**src/rtl/ticket_lock_pkg.sv**
```systemverilog
package ticket_lock_pkg;
    typedef enum logic [1:0] {
        SLOT_IDLE = 2'd0,
        SLOT_WAIT = 2'd1,
        SLOT_OWN  = 2'd2
    } slot_state_e;
endpackage

```
**src/rtl/tl_ticket_dispenser.sv**
```systemverilog
module tl_ticket_dispenser #(
    parameter int N_REQ = 4,
    parameter int TKT_W = 3
) (
    input  logic                   clk,
    input  logic                   rst_n,
    input  logic [N_REQ-1:0]       take_ok,
    output logic [N_REQ*TKT_W-1:0] offer_flat,
    output logic [TKT_W-1:0]       next_q
);
    logic [TKT_W-1:0] offset [N_REQ+1];
    logic [TKT_W-1:0] next_d;

    // Prefix count of accepted takers; lower index gets the lower ticket
    assign offset[0] = '0;
    generate
        for (genvar g = 0; g < N_REQ; g++) begin : g_offer
            assign offer_flat[g*TKT_W +: TKT_W] = next_q + offset[g];
            assign offset[g+1] = offset[g] + (take_ok[g] ? TKT_W'(1) : TKT_W'(0));
        end
    endgenerate

    assign next_d = next_q + offset[N_REQ];

    always_ff @(posedge clk or negedge rst_n) begin
        if (!rst_n) next_q <= '0;
        else        next_q <= next_d;
    end


    no_take_stable_chk: assert property (@(posedge clk) disable iff (!rst_n)
        (take_ok == '0) |=> $stable(next_q));
endmodule

```
**src/rtl/tl_serve_counter.sv**
```systemverilog
module tl_serve_counter #(
    parameter int N_REQ = 4,
    parameter int TKT_W = 3
) (
    input  logic             clk,
    input  logic             rst_n,
    input  logic [N_REQ-1:0] release_i,
    input  logic [N_REQ-1:0] own_vec,
    output logic [TKT_W-1:0] serving_q,
    output logic             err_q
);
    logic good_rel;
    logic bad_rel;

    assign good_rel = |(release_i & own_vec);
    assign bad_rel  = |(release_i & ~own_vec);

    always_ff @(posedge clk or negedge rst_n) begin
        if (!rst_n) begin
            serving_q <= '0;
            err_q     <= 1'b0;
        end else begin
            if (good_rel) serving_q <= serving_q + TKT_W'(1);
            if (bad_rel)  err_q     <= 1'b1;
        end
    end


    err_sticky_chk: assert property (@(posedge clk) disable iff (!rst_n)
        err_q |=> err_q);

    serve_hold_chk: assert property (@(posedge clk) disable iff (!rst_n)
        ((release_i & own_vec) == '0) |=> $stable(serving_q));
endmodule

```
**src/rtl/tl_holder_slot.sv**
```systemverilog
module tl_holder_slot
    import ticket_lock_pkg::*;
#(
    parameter int TKT_W = 3
) (
    input  logic             clk,
    input  logic             rst_n,
    input  logic             take_ok,
    input  logic             release_i,
    input  logic [TKT_W-1:0] offer_tkt,
    input  logic [TKT_W-1:0] serving,
    output logic             idle_o,
    output logic             own_o,
    output logic [TKT_W-1:0] ticket_o
);
    slot_state_e      state_q, state_d;
    logic [TKT_W-1:0] ticket_q;
    logic             load;

    // Next-state logic
    always_comb begin
        state_d = state_q;
        load    = 1'b0;
        unique case (state_q)
            SLOT_IDLE: if (take_ok) begin
                state_d = SLOT_WAIT;
                load    = 1'b1;
            end
            SLOT_WAIT: if (ticket_q == serving) state_d = SLOT_OWN;
            SLOT_OWN:  if (release_i)           state_d = SLOT_IDLE;
            default:   state_d = SLOT_IDLE;
        endcase
    end

    // State register
    always_ff @(posedge clk or negedge rst_n) begin
        if (!rst_n) begin
            state_q  <= SLOT_IDLE;
            ticket_q <= '0;
        end else begin
            state_q <= state_d;
            if (load) ticket_q <= offer_tkt;
        end
    end

    // Outputs
    always_comb begin
        idle_o   = (state_q == SLOT_IDLE);
        own_o    = (state_q == SLOT_OWN);
        ticket_o = ticket_q;
    end


    owner_match_chk: assert property (@(posedge clk) disable iff (!rst_n)
        own_o |-> (ticket_q == serving));

    grant_rise_chk: assert property (@(posedge clk) disable iff (!rst_n)
        $rose(own_o) |-> $past(ticket_q == serving));

    held_ticket_chk: assert property (@(posedge clk) disable iff (!rst_n)
        !idle_o |=> $stable(ticket_q));
endmodule

```
**src/rtl/ticket_lock_unit.sv**
```systemverilog
module ticket_lock_unit #(
    parameter int N_REQ = 4,
    parameter int TKT_W = $clog2(N_REQ) + 1
) (
    input  logic                   clk,
    input  logic                   rst_n,
    input  logic [N_REQ-1:0]       take_i,
    input  logic [N_REQ-1:0]       release_i,
    output logic [N_REQ-1:0]       grant_o,
    output logic [N_REQ*TKT_W-1:0] ticket_o,
    output logic                   busy_o,
    output logic                   rel_err_o
);
    logic [N_REQ-1:0]       idle_vec;
    logic [N_REQ-1:0]       own_vec;
    logic [N_REQ-1:0]       take_ok;
    logic [N_REQ*TKT_W-1:0] offer_flat;
    logic [TKT_W-1:0]       next_q;
    logic [TKT_W-1:0]       serving_q;

    assign take_ok = take_i & idle_vec;

    tl_ticket_dispenser #(.N_REQ(N_REQ), .TKT_W(TKT_W)) u_disp (
        .clk        (clk),
        .rst_n      (rst_n),
        .take_ok    (take_ok),
        .offer_flat (offer_flat),
        .next_q     (next_q)
    );

    tl_serve_counter #(.N_REQ(N_REQ), .TKT_W(TKT_W)) u_serve (
        .clk       (clk),
        .rst_n     (rst_n),
        .release_i (release_i),
        .own_vec   (own_vec),
        .serving_q (serving_q),
        .err_q     (rel_err_o)
    );

    generate
        for (genvar g = 0; g < N_REQ; g++) begin : g_slot
            tl_holder_slot #(.TKT_W(TKT_W)) u_slot (
                .clk       (clk),
                .rst_n     (rst_n),
                .take_ok   (take_ok[g]),
                .release_i (release_i[g]),
                .offer_tkt (offer_flat[g*TKT_W +: TKT_W]),
                .serving   (serving_q),
                .idle_o    (idle_vec[g]),
                .own_o     (own_vec[g]),
                .ticket_o  (ticket_o[g*TKT_W +: TKT_W])
            );
        end
    endgenerate

    assign grant_o = own_vec;
    assign busy_o  = (next_q != serving_q);


    single_grant_chk: assert property (@(posedge clk) disable iff (!rst_n)
        $onehot0(grant_o));

    busy_drop_chk: assert property (@(posedge clk) disable iff (!rst_n)
        $fell(busy_o) |-> $past(|(release_i & grant_o)));

    busy_rise_chk: assert property (@(posedge clk) disable iff (!rst_n)
        $rose(busy_o) |-> $past(|(take_i & idle_vec)));
endmodule

```
**config.mk**
```make
export PLATFORM = sky130hd
export DESIGN_NAME = ticket_lock_unit
export DESIGN_NICKNAME = d
export VERILOG_FILES = /design/src/rtl/ticket_lock_pkg.sv /design/src/rtl/tl_ticket_dispenser.sv /design/src/rtl/tl_serve_counter.sv /design/src/rtl/tl_holder_slot.sv /design/src/rtl/ticket_lock_unit.sv
export SDC_FILE = /design/constraint.sdc
export NUM_CORES = 1
export LEC_CHECK = 0
export BUFFER_PORTS_ARGS = -buffer_cell sky130_fd_sc_hd__buf_2
export CAP_MARGIN = 0
export CORE_ASPECT_RATIO = 0.75
export CORE_MARGIN = 2
export CORE_UTILIZATION = 50
export CTS_CLUSTER_DIAMETER = 50
export DETAILED_ROUTE_END_ITERATION = 12
export GPL_TIMING_DRIVEN = 0
export PLACE_DENSITY = 0.72
export SLEW_MARGIN = 20
export SYNTH_ARGS = -nofsm -noshare
export SYNTH_HDL_FRONTEND = slang
export SYNTH_HIERARCHICAL = 1
export SYNTH_SLANG_ARGS = --single-unit
export TNS_END_PERCENT = 50
```
**constraint.sdc**
```tcl
create_clock -name clk -period 5 [get_ports clk]
set_input_delay 1 -clock clk [delete_from_list [all_inputs] [get_ports clk]]
set_output_delay 1 -clock clk [all_outputs]
set_load 0.05 [all_outputs]
```
Word-level counts from Yosys, hierarchy flattened
Index checks and enable logic that the tools add are counted.
{ "word_totals": {"regBits": 27, "output_inout_bits": 18} }
{ "classes": {"addsub": 8, "eq_ne": 25, "n_mux": 28, "n_bitwise": 4, "reduce_logical": 10} }
{ "ops": {"columns": ["operator", "count"], "rows": [
  ["$mux 2", 12],
  ["$pmux 2 s3", 4],
  ["$add 3x3->3", 7],
  ["$ne 2x2->1 const B", 8],
  ["$and 4x4->4", 3],
  ["$eq 3x3->1", 4],
  ["$mux 1", 12],
  ["$reduce_and 3->1", 4],
  ["$eq 2x1->1 const B", 4],
  ["$eq 2x2->1 const B", 4],
  ["$logic_not 2->1", 4],
  ["$ne 2x1->1 const B", 4],
  ["$reduce_or 4->1", 2],
  ["$not 4->4", 1],
  ["$add 3x1->3 const B", 1],
  ["$ne 3x3->1", 1]
]} }

Longest topological paths before layout
Gate-level depths: netlist (run 1).
{ "depth": {"depth_word": 7, "mapped_depth": 8, "mapped_depth_nobuf": 8} }

By module
The synthesis (run 1) kept the hierarchy.
{ "by_module_without_submodules": {"columns": ["module", "instances", "cells_each", "area_per_inst_um2"], "rows": [
  ["tl_holder_slot", 4, 21, 255.2],
  ["tl_ticket_dispenser", 1, 28, 370.4],
  ["tl_serve_counter", 1, 19, 217.7],
  ["ticket_lock_unit", 1, 8, 56.3]
]} }

Worst setup path after synthesis (run 1)
No wires, ideal clock.
{ "synth_timing": {"path_kind": "input -> register", "from": "input port take_i[0]", "to": "register g_slot[3].u_slot.ticket_q[2]", "setup_ns": 0.125, "t_arrival_ns": 2.768, "required_time_ns": 4.875, "setup_slack_ns": 2.107, "path_stages": 7, "n_path_buf": 0, "path_cell_list": "and2_1 -> fa_1 -> ha_1 -> inv_1 -> fa_1 -> xnor3_1 -> mux2_4"} }
{ "synth_between": {"elab_chain_len": 5} }
{ "synth_rtl": {"columns": ["item", "line", "text"], "rows": [
  ["start: declaration", "ticket_lock_unit.sv:7", "input logic [N_REQ-1:0] take_i,"],
  ["$and 4x4->4", "ticket_lock_unit.sv:21", "assign take_ok = take_i & idle_vec;"],
  ["$mux 1", "tl_ticket_dispenser.sv:19", "assign offset[g+1] = offset[g] + (take_ok[g] ? TKT_W'(1) : TKT_W'(0));"],
  ["$add 3x3->3 (2 in series)", "tl_ticket_dispenser.sv:19", null],
  ["$add 3x3->3", "tl_ticket_dispenser.sv:18", "assign offer_flat[g*TKT_W +: TKT_W] = next_q + offset[g];"],
  ["net offer_flat[11]", "ticket_lock_unit.sv:17", "logic [N_REQ*TKT_W-1:0] offer_flat;"],
  ["end signal: assignment", "tl_holder_slot.sv:42", "if (load) ticket_q <= offer_tkt;"],
  ["end: declaration", "tl_holder_slot.sv:17", "logic [TKT_W-1:0] ticket_q;"]
]} }
The timed path passes the listed nets, and every way through them passes these cells.
A chain may end at the register's enable or synchronous reset.

Worst setup path in the final report (run 1)
{ "layout_timing": {"from": "input port take_i[0]", "to": "register g_slot[3].u_slot.ticket_q[2]"} }
{ "layout_between": {"elab_chain_len": 5} }
{ "layout_rtl": {"columns": ["item", "line", "text"], "rows": [
  ["$and 4x4->4", "ticket_lock_unit.sv:21", null],
  ["net take_ok[0]", "ticket_lock_unit.sv:16", "logic [N_REQ-1:0] take_ok;"],
  ["$mux 1", "tl_ticket_dispenser.sv:19", null],
  ["$add 3x3->3 (2 in series)", "tl_ticket_dispenser.sv:19", null],
  ["$add 3x3->3", "tl_ticket_dispenser.sv:18", null],
  ["net offer_flat[11]", "ticket_lock_unit.sv:17", null]
]} }
The timed path passes the listed nets, and every way through them passes these cells.

==> metrics.md, run 1 <==
| Metric | Value |
|---|---|
| Via count | `1057` |
| Crit path DAT | `2990 ps` |
| Tcrit/Tclk final | `0.566` |
| Root Buffer Master | `clkbuf_8` |
| Fmax | `354 MHz` |
| Clock Latency Late Sink | `270 ps` |
| Initial DRT Pass Iterations | `4` |
| Most frequent cells in the layout | `dfrtp_1, buf_2, inv_1, xnor2_1, mux2_4` |
| Hold Crit Endpoint | `u_serve/err_q` |
| Vias in the first global route | `1149` |
| Die ar. | `3810 um^2` |
| # IOs | `28` |
| Clk slew on worst S/H paths | `90 ps` |
| Kind of critical path | `in2reg` |
| Post-Route Setup TNS | `0 ps` |
| WHS Path Cells | `2` |
| CP Capture Type | `flop` |
| Iteration-0 DRC Markers | `99` |
| Gate Count Post-Synth | `139` |
| Drt total wl | `3220 um` |
| Reg2reg end | `g_slot[3].u_slot/ticket_o[2]` |
| Layout cells sized above 1 | `0.359` |
| Post-synth net total | `162` |
| HP Start | `u_serve/err_q` |
| Routed Antenna Nets | `0` |
| Die Width | `70.6 um` |
| Final Setup Violations | `0` |
| Clock net sink count | `27` |
| Site Rows | `18` |
| Number of port buffers | `27` |
| Area contributors post-synth | `dfrtp_1, mux2_4, xnor2_1, fa_1, ha_1` |
| Routed vias/inst | `5.03` |
| Overall Global Routing Usage | `0.190` |
| Sequential share of the synthesized area | `0.406` |
| Max_slew headroom | `0.589` |
| Hold Crit Class | `reg2reg` |
| Post-layout nets | `194` |
| Slew Viols, Final | `0` |
| Starting Density | `0.514` |
| Max Root-Sink Buffers | `2` |
| CTS buffer count | `3` |
| FF+latch count, synth | `27` |
| Yosys top cell area share | `0.406` |
| Maxcap violations | `0` |
| # DRC | `0` |
| Syn Area/Cell | `12.0 um^2` |
| H-tree depth | `1` |
| Critical path required time | `5160 ps` |
| TritonCTS clock tree | `done` |
| Largest net degree at the start of global routing | `28` |
| Worst R2R Path Depth | `8` |
| Slew @ Worst Pin | `616 ps` |
| CP Launch Type | `primary input` |
| HPWL after DPL | `2490 um` |
| Hold buffer count at CTS | `0` |
| Yosys warns | `6` |
| Max FO, Critical Path | `5` |
| GPL Wtd Cong | `0.772` |
| Area delta synth->final | `13.8%` |
| Netlist cell types | `22` |
| Final hold vios | `0` |
| Global-route wire length before repair | `5490 um` |
| # fillers | `291` |
| Cell area after synthesis | `1670 um^2` |
| Die height | `54.0 um` |
| FF-to-FF Start | `g_slot[0].u_slot/state_q[0]` |
| Multi-input gate area | `900 um^2` |
| RSZ-0062 raised after global routing | `no` |
| R2R Setup Slk | `2510 ps` |
| # diodes | `0` |
| Post-CTS Setup Inserts | `0` |
| Core ar. | `3240 um^2` |
| Post-CTS resize count | `0` |
| Outcome | `complete, no violations` |
| Sequential cell area | `676 um^2` |
| Tmin final | `2830 ps` |
| Routed len/inst | `15.3 um` |
| GRT overflow | `0` |
| Initial antenna violation count | `0` |
| Yosys top cell by area | `dfrtp_1` |
| Clk_skew | `3.39 ps` |
==> sequential cells by signal (all words and copies together), names as in the netlist <==
name / flops
u_serve/serving_q: 3
g_slot.u_slot/state_q: 8
u_serve/err_q: 1
g_slot.u_slot/ticket_o: 12
u_disp/next_q: 3
==> critical path, stage by stage <==
cell	delay, ps
buf_2	90
and2_1	240
fa_1	620
ha_1	160
inv_1	60
fa_1	390
xnor3_1	180
mux2_4	260
==> worst max path at each step <==
stage,startpoint,endpoint,slack [ps],cells after the start
global route,take_i[0],g_slot[3].u_slot/ticket_o[2],2090,8
global placement,take_i[0],g_slot[3].u_slot/ticket_o[2],1900,8
floorplan,take_i[0],g_slot[3].u_slot/ticket_o[2],2110,7
finish,take_i[0],g_slot[3].u_slot/ticket_o[2],2170,8
CTS,take_i[0],g_slot[3].u_slot/ticket_o[2],2150,8
detailed placement,take_i[0],g_slot[3].u_slot/ticket_o[2],1870,8
==> area by class of cell <==
class | instances | area share
Multi-Input combinational cell | 91 | 0.475
Sequential cell | 27 | 0.356
Clock buffer | 4 | 0.0238
Inverter | 18 | 0.0356
Timing Repair Buffer | 27 | 0.0713
Tap cell | 40 | 0.0264
Buffer | 3 | 0.0119
==> per-stage QoR <==
stage	cell area (um^2)	setup slack (ps)	cells	hold slack, ps	util
2_1_floorplan	1670	2110	139	548	-
3_3_place_gp	1850	1900	206	458	0.571
3_5_place_dp	1850	1870	206	458	0.571
4_1_cts	1900	2150	210	482	0.584
5_1_grt	1900	2090	210	514	0.584
6_report	1900	2170	210	473	0.584
==> logic make-up after synthesis <==
| group | Yosys count | synth area share |
|---|---|---|
| mux | 13 | 0.117 |
| compound gates | 13 | 0.0766 |
| fa+ha+maj | 13 | 0.120 |
| buf+inv | 21 | 0.0541 |
| simple gates | 31 | 0.0992 |
| xor+xnor | 21 | 0.127 |
| flops | 27 | 0.406 |
==> synth_stat cells (all sizes together) <==
master    n
xnor2    15
mux2     13
xnor3     2
nand2    10
nand3     5
dfrtp    27
fa        5
o2bb2ai   4
a21oi     1
ha        8
a22oi     2
a21boi    1
inv      18
o221a     4
xor2      4
and2      8
a222oi    1
buf       3
nor2      8
==> routing by layer <==
layer  part of all wire  track usage  vias to the layer above
li1                   -            -                      516
met1               0.49        0.258                      518
met2               0.47        0.313                       23
met3              0.045       0.0506                        0
met4                  0       0.0377                        0
met5                  0            0                        -
Power of run 1 is not shown: default switching activity piles up to over one toggle a cycle in this logic, so the estimate is an artifact.
==> run 2: changes to the inputs <==
- ABC_AREA: unset -> 1
- PLACE_DENSITY: 0.72 -> 0.74
- clock period: 5 -> 2.5 ns (I/O delays scaled with it)
==> run 2 against run 1 <==
  * Via count rose by 42%
  * Utilization rose by 0.31 points
  * First-iteration DRC count fell by 5.1%
  * Sequential share of layout area fell by 4.0 points
  * Global-route usage fell by 0.38 points
  * Clock skew rose by 1.8 ps
  * Area after synthesis rose by 14%
  * Hold slack got worse by 240 ps
  * Die area rose by 13%
  * Register-to-register slack got worse by 2300 ps
  * Critical path depth rose by 2
==> metrics.md, run 2 <==
| Metric | Value |
|---|---|
| Outcome | `complete, no violations (unchanged)` |
| TritonCTS clock tree | `done (unchanged)` |
| Routed vias/inst | `4.46 (was 5.03)` |
| Hold Crit Class | `in2async (was reg2reg)` |
| Tcrit/Tclk final | `0.919` |
| Die height | `57.3 um (was 54.0 um)` |
| Most common cell after layout, fill and taps aside | `nand2_1` |
| Max Root-Sink Buffers | `2 (unchanged)` |
| Cell area after synthesis | `1890 um^2 (was 1670 um^2)` |
| Site Rows | `19 (was 18)` |
| Clock Latency Late Sink | `270 ps (about the same)` |
| Gate Count Post-Synth | `253 (was 139)` |
| CP Capture Type | `flop (unchanged)` |
| Worst R2R Path Depth | `10 (was 8)` |
| Initial DRT Pass Iterations | `4 (unchanged)` |
| Clk slew on worst S/H paths | `90 ps (about the same)` |
| Area contributors post-synth | `dfrtp_1, nand2_1, inv_1, fa_1, ha_1 (was dfrtp_1, mux2_4, xnor2_1, fa_1, ha_1)` |
| Peak supply drop | `0.000275 V` |
| # diodes | `0 (unchanged)` |
| Die ar. | `4300 um^2 (was 3810 um^2)` |
| RSZ-0062 raised after global routing | `no (unchanged)` |
| # IOs | `28 (unchanged)` |
| Tmin final | `2300 ps` |
| PD cells | `330 nW/um^2` |
| FF+latch count, synth | `27 (unchanged)` |
| Maxcap violations | `0 (unchanged)` |
| GPL Wtd Cong | `0.772 (about the same)` |
| Drt total wl | `3550 um (was 3220 um)` |
| Hold buffer count at CTS | `0 (unchanged)` |
| Max reg flops | `12 (unchanged)` |
| Number of port buffers | `27 (unchanged)` |
| Via count | `1499 (was 1057)` |
| Max_slew headroom | `0.586 (was 0.589)` |
| Layout cells sized above 1 | `0.218 (was 0.359)` |
| Final Setup Violations | `0 (unchanged)` |
| Most frequent cells in the layout | `nand2_1, inv_1, dfrtp_1, buf_2, nor2_1 (was dfrtp_1, buf_2, inv_1, xnor2_1, mux2_4)` |
| Die Width | `75.0 um (was 70.6 um)` |
| Post-synth EDFFs | `0 (unchanged)` |
| Area delta synth->final | `13.0% (was 13.8%)` |
| Fin area | `2140 um^2 (was 1900 um^2)` |
| HPWL after DPL | `2750 um (was 2490 um)` |
| Vias in the first global route | `1336 (was 1149)` |
| Slew @ Worst Pin | `621 ps (was 616 ps)` |
| Overall Global Routing Usage | `0.186 (was 0.190)` |
| Starting Density | `0.520 (was 0.514)` |
| Sw frac | `0.211` |
| Sequential share of the synthesized area | `0.357 (was 0.406)` |
| GRT overflow | `0 (unchanged)` |
| Core ar. | `3640 um^2 (was 3240 um^2)` |
| Post-CTS Setup Inserts | `0 (unchanged)` |
| Initial antenna violation count | `0 (unchanged)` |
| Fmax | `435 MHz` |
| Synth cell count leaders | `nand2_1, inv_1, dfrtp_1 (was dfrtp_1, inv_1, xnor2_1)` |
| Routed Antenna Nets | `0 (unchanged)` |
| Critical path required time | `2700 ps (was 5160 ps)` |
| Root Buffer Master | `clkbuf_8 (unchanged)` |
| Syn Area/Cell | `7.48 um^2 (was 12.0 um^2)` |
| Yosys top cell area share | `0.357 (was 0.406)` |
| Post-synth net total | `276 (was 162)` |
| Most used DFF post-synth | `dfrtp_1 (unchanged)` |
| Global-route wire length before repair | `5950 um (was 5490 um)` |
| Yosys top cell by area | `dfrtp_1 (unchanged)` |
| Count leader, synth | `nand2_1 (was dfrtp_1)` |
| CTS buffer count | `3 (unchanged)` |
| Pleak | `1.25 nW` |
| Yosys warns | `6 (unchanged)` |
| Netlist cell types | `20 (was 22)` |
| DP Area | `2090 um^2 (was 1850 um^2)` |
| # DRC | `0 (unchanged)` |
| Kind of critical path | `reg2reg (was in2reg)` |
| Clock Power Share | `0.351` |
| Asr flop ratio synth | `1.00 (unchanged)` |
| Routed len/inst | `10.6 um (was 15.3 um)` |
| Post-Route Setup TNS | `0 ps (unchanged)` |
| Internal | `0.557 mW` |
| Iteration-0 DRC Markers | `94 (was 99)` |
| Slew Viols, Final | `0 (unchanged)` |
| H-tree depth | `1 (unchanged)` |
| Clk_skew | `5.22 ps (was 3.39 ps)` |
| CP Launch Type | `flop (was primary input)` |
| R2R Setup Slk | `200 ps (was 2510 ps)` |
| Largest net degree at the start of global routing | `28 (unchanged)` |
| Net switching power | `0.149 mW` |
| Flop pwr share | `0.618` |
| Final hold vios | `0 (unchanged)` |
| Logic pwr share | `0.031` |
| Max FO, Critical Path | `4 (was 5)` |
| Post-layout nets | `308 (was 194)` |
| Clock net sink count | `27 (unchanged)` |
| Crit path DAT | `2500 ps (was 2990 ps)` |
==> run 2: cell families after synthesis <==
kind of cell,after synthesis,share of synthesized area
flip-flops,27,0.357
XOR/XNOR,7,0.0324
adder cells (fa/ha/maj),13,0.106
buffers and inverters,64,0.133
AO/OA/AOI/OAI,12,0.0317
AND/OR/NAND/NOR,126,0.308
multiplexers,4,0.0317
==> run 2: worst max-delay path, stage by stage (launching register included) <==
cell and delay [ps]:
dfrtp_1 430, nor2_4 170, nand2_1 90, inv_2 130, fa_1 480, ha_1 210
inv_1 80, fa_1 410, inv_1 60, nor2_1 40, a21oi_1 130
==> run 2: final cells by class <==
type | instances | area [um^2]
sequential | 27 | 676
clock buffer | 4 | 45.0
inverter | 61 | 229
buffer | 3 | 22.5
multi-input combinational | 162 | 965
fill | 351 | 1500
timing repair buffer | 27 | 135
tap | 52 | 65.1
==> run 2: layer usage <==
layer,global-route usage,wire length (um)
met5,0,0
met4,0.0383,29
met3,0.0371,113
met2,0.306,1670
met1,0.255,1730
==> run 2: per-stage QoR <==
| step | instances | util | power, mW | hold WS, ps | setup WS (ps) |
|---|---|---|---|---|---|
| 6_report | 336 | 0.588 | 0.706 | 233 | 201 |
| 5_1_grt | 336 | 0.588 | 0.737 | 295 | 39.4 |
| 4_1_cts | 336 | 0.588 | 0.720 | 243 | 94.4 |
| 3_5_place_dp | 332 | 0.575 | 0.468 | 460 | 19.1 |
| 3_3_place_gp | 332 | 0.575 | 0.468 | 452 | 59.9 |
| 2_1_floorplan | 253 | - | 0.449 | 204 | 308 |
==> run 2: path summary, 6_finish.rpt <==
check                                            start                            to
hold reg to reg                          u_serve/err_q                 u_serve/err_q
setup reg to reg           g_slot[1].u_slot/state_q[0]  g_slot[3].u_slot/ticket_o[1]
max in group asynchronous                        rst_n                 u_serve/err_q
setup / recovery           g_slot[1].u_slot/state_q[0]  g_slot[3].u_slot/ticket_o[1]
min in group clk                         u_serve/err_q                 u_serve/err_q
hold / removal                                   rst_n  g_slot[0].u_slot/ticket_o[1]
==> run 2: power by group through the flow <==
stage | combinational, mW | clock [mW] | sequential (mW)
after floorplan | 0.00382 | 0 | 0.445
after global placement | 0.0227 | 0 | 0.445
after detailed placement | 0.0228 | 0 | 0.445
after CTS | 0.0229 | 0.260 | 0.436
after global routing | 0.0260 | 0.275 | 0.436
final | 0.0221 | 0.248 | 0.436
==> run 2: timing repair <==
item | in CTS | in global routing
hold endpoints to repair | 0 | 0
setup endpoints to repair | 0 | 3
resized for setup | 0 | 3
(Power assumes the default switching activity.)
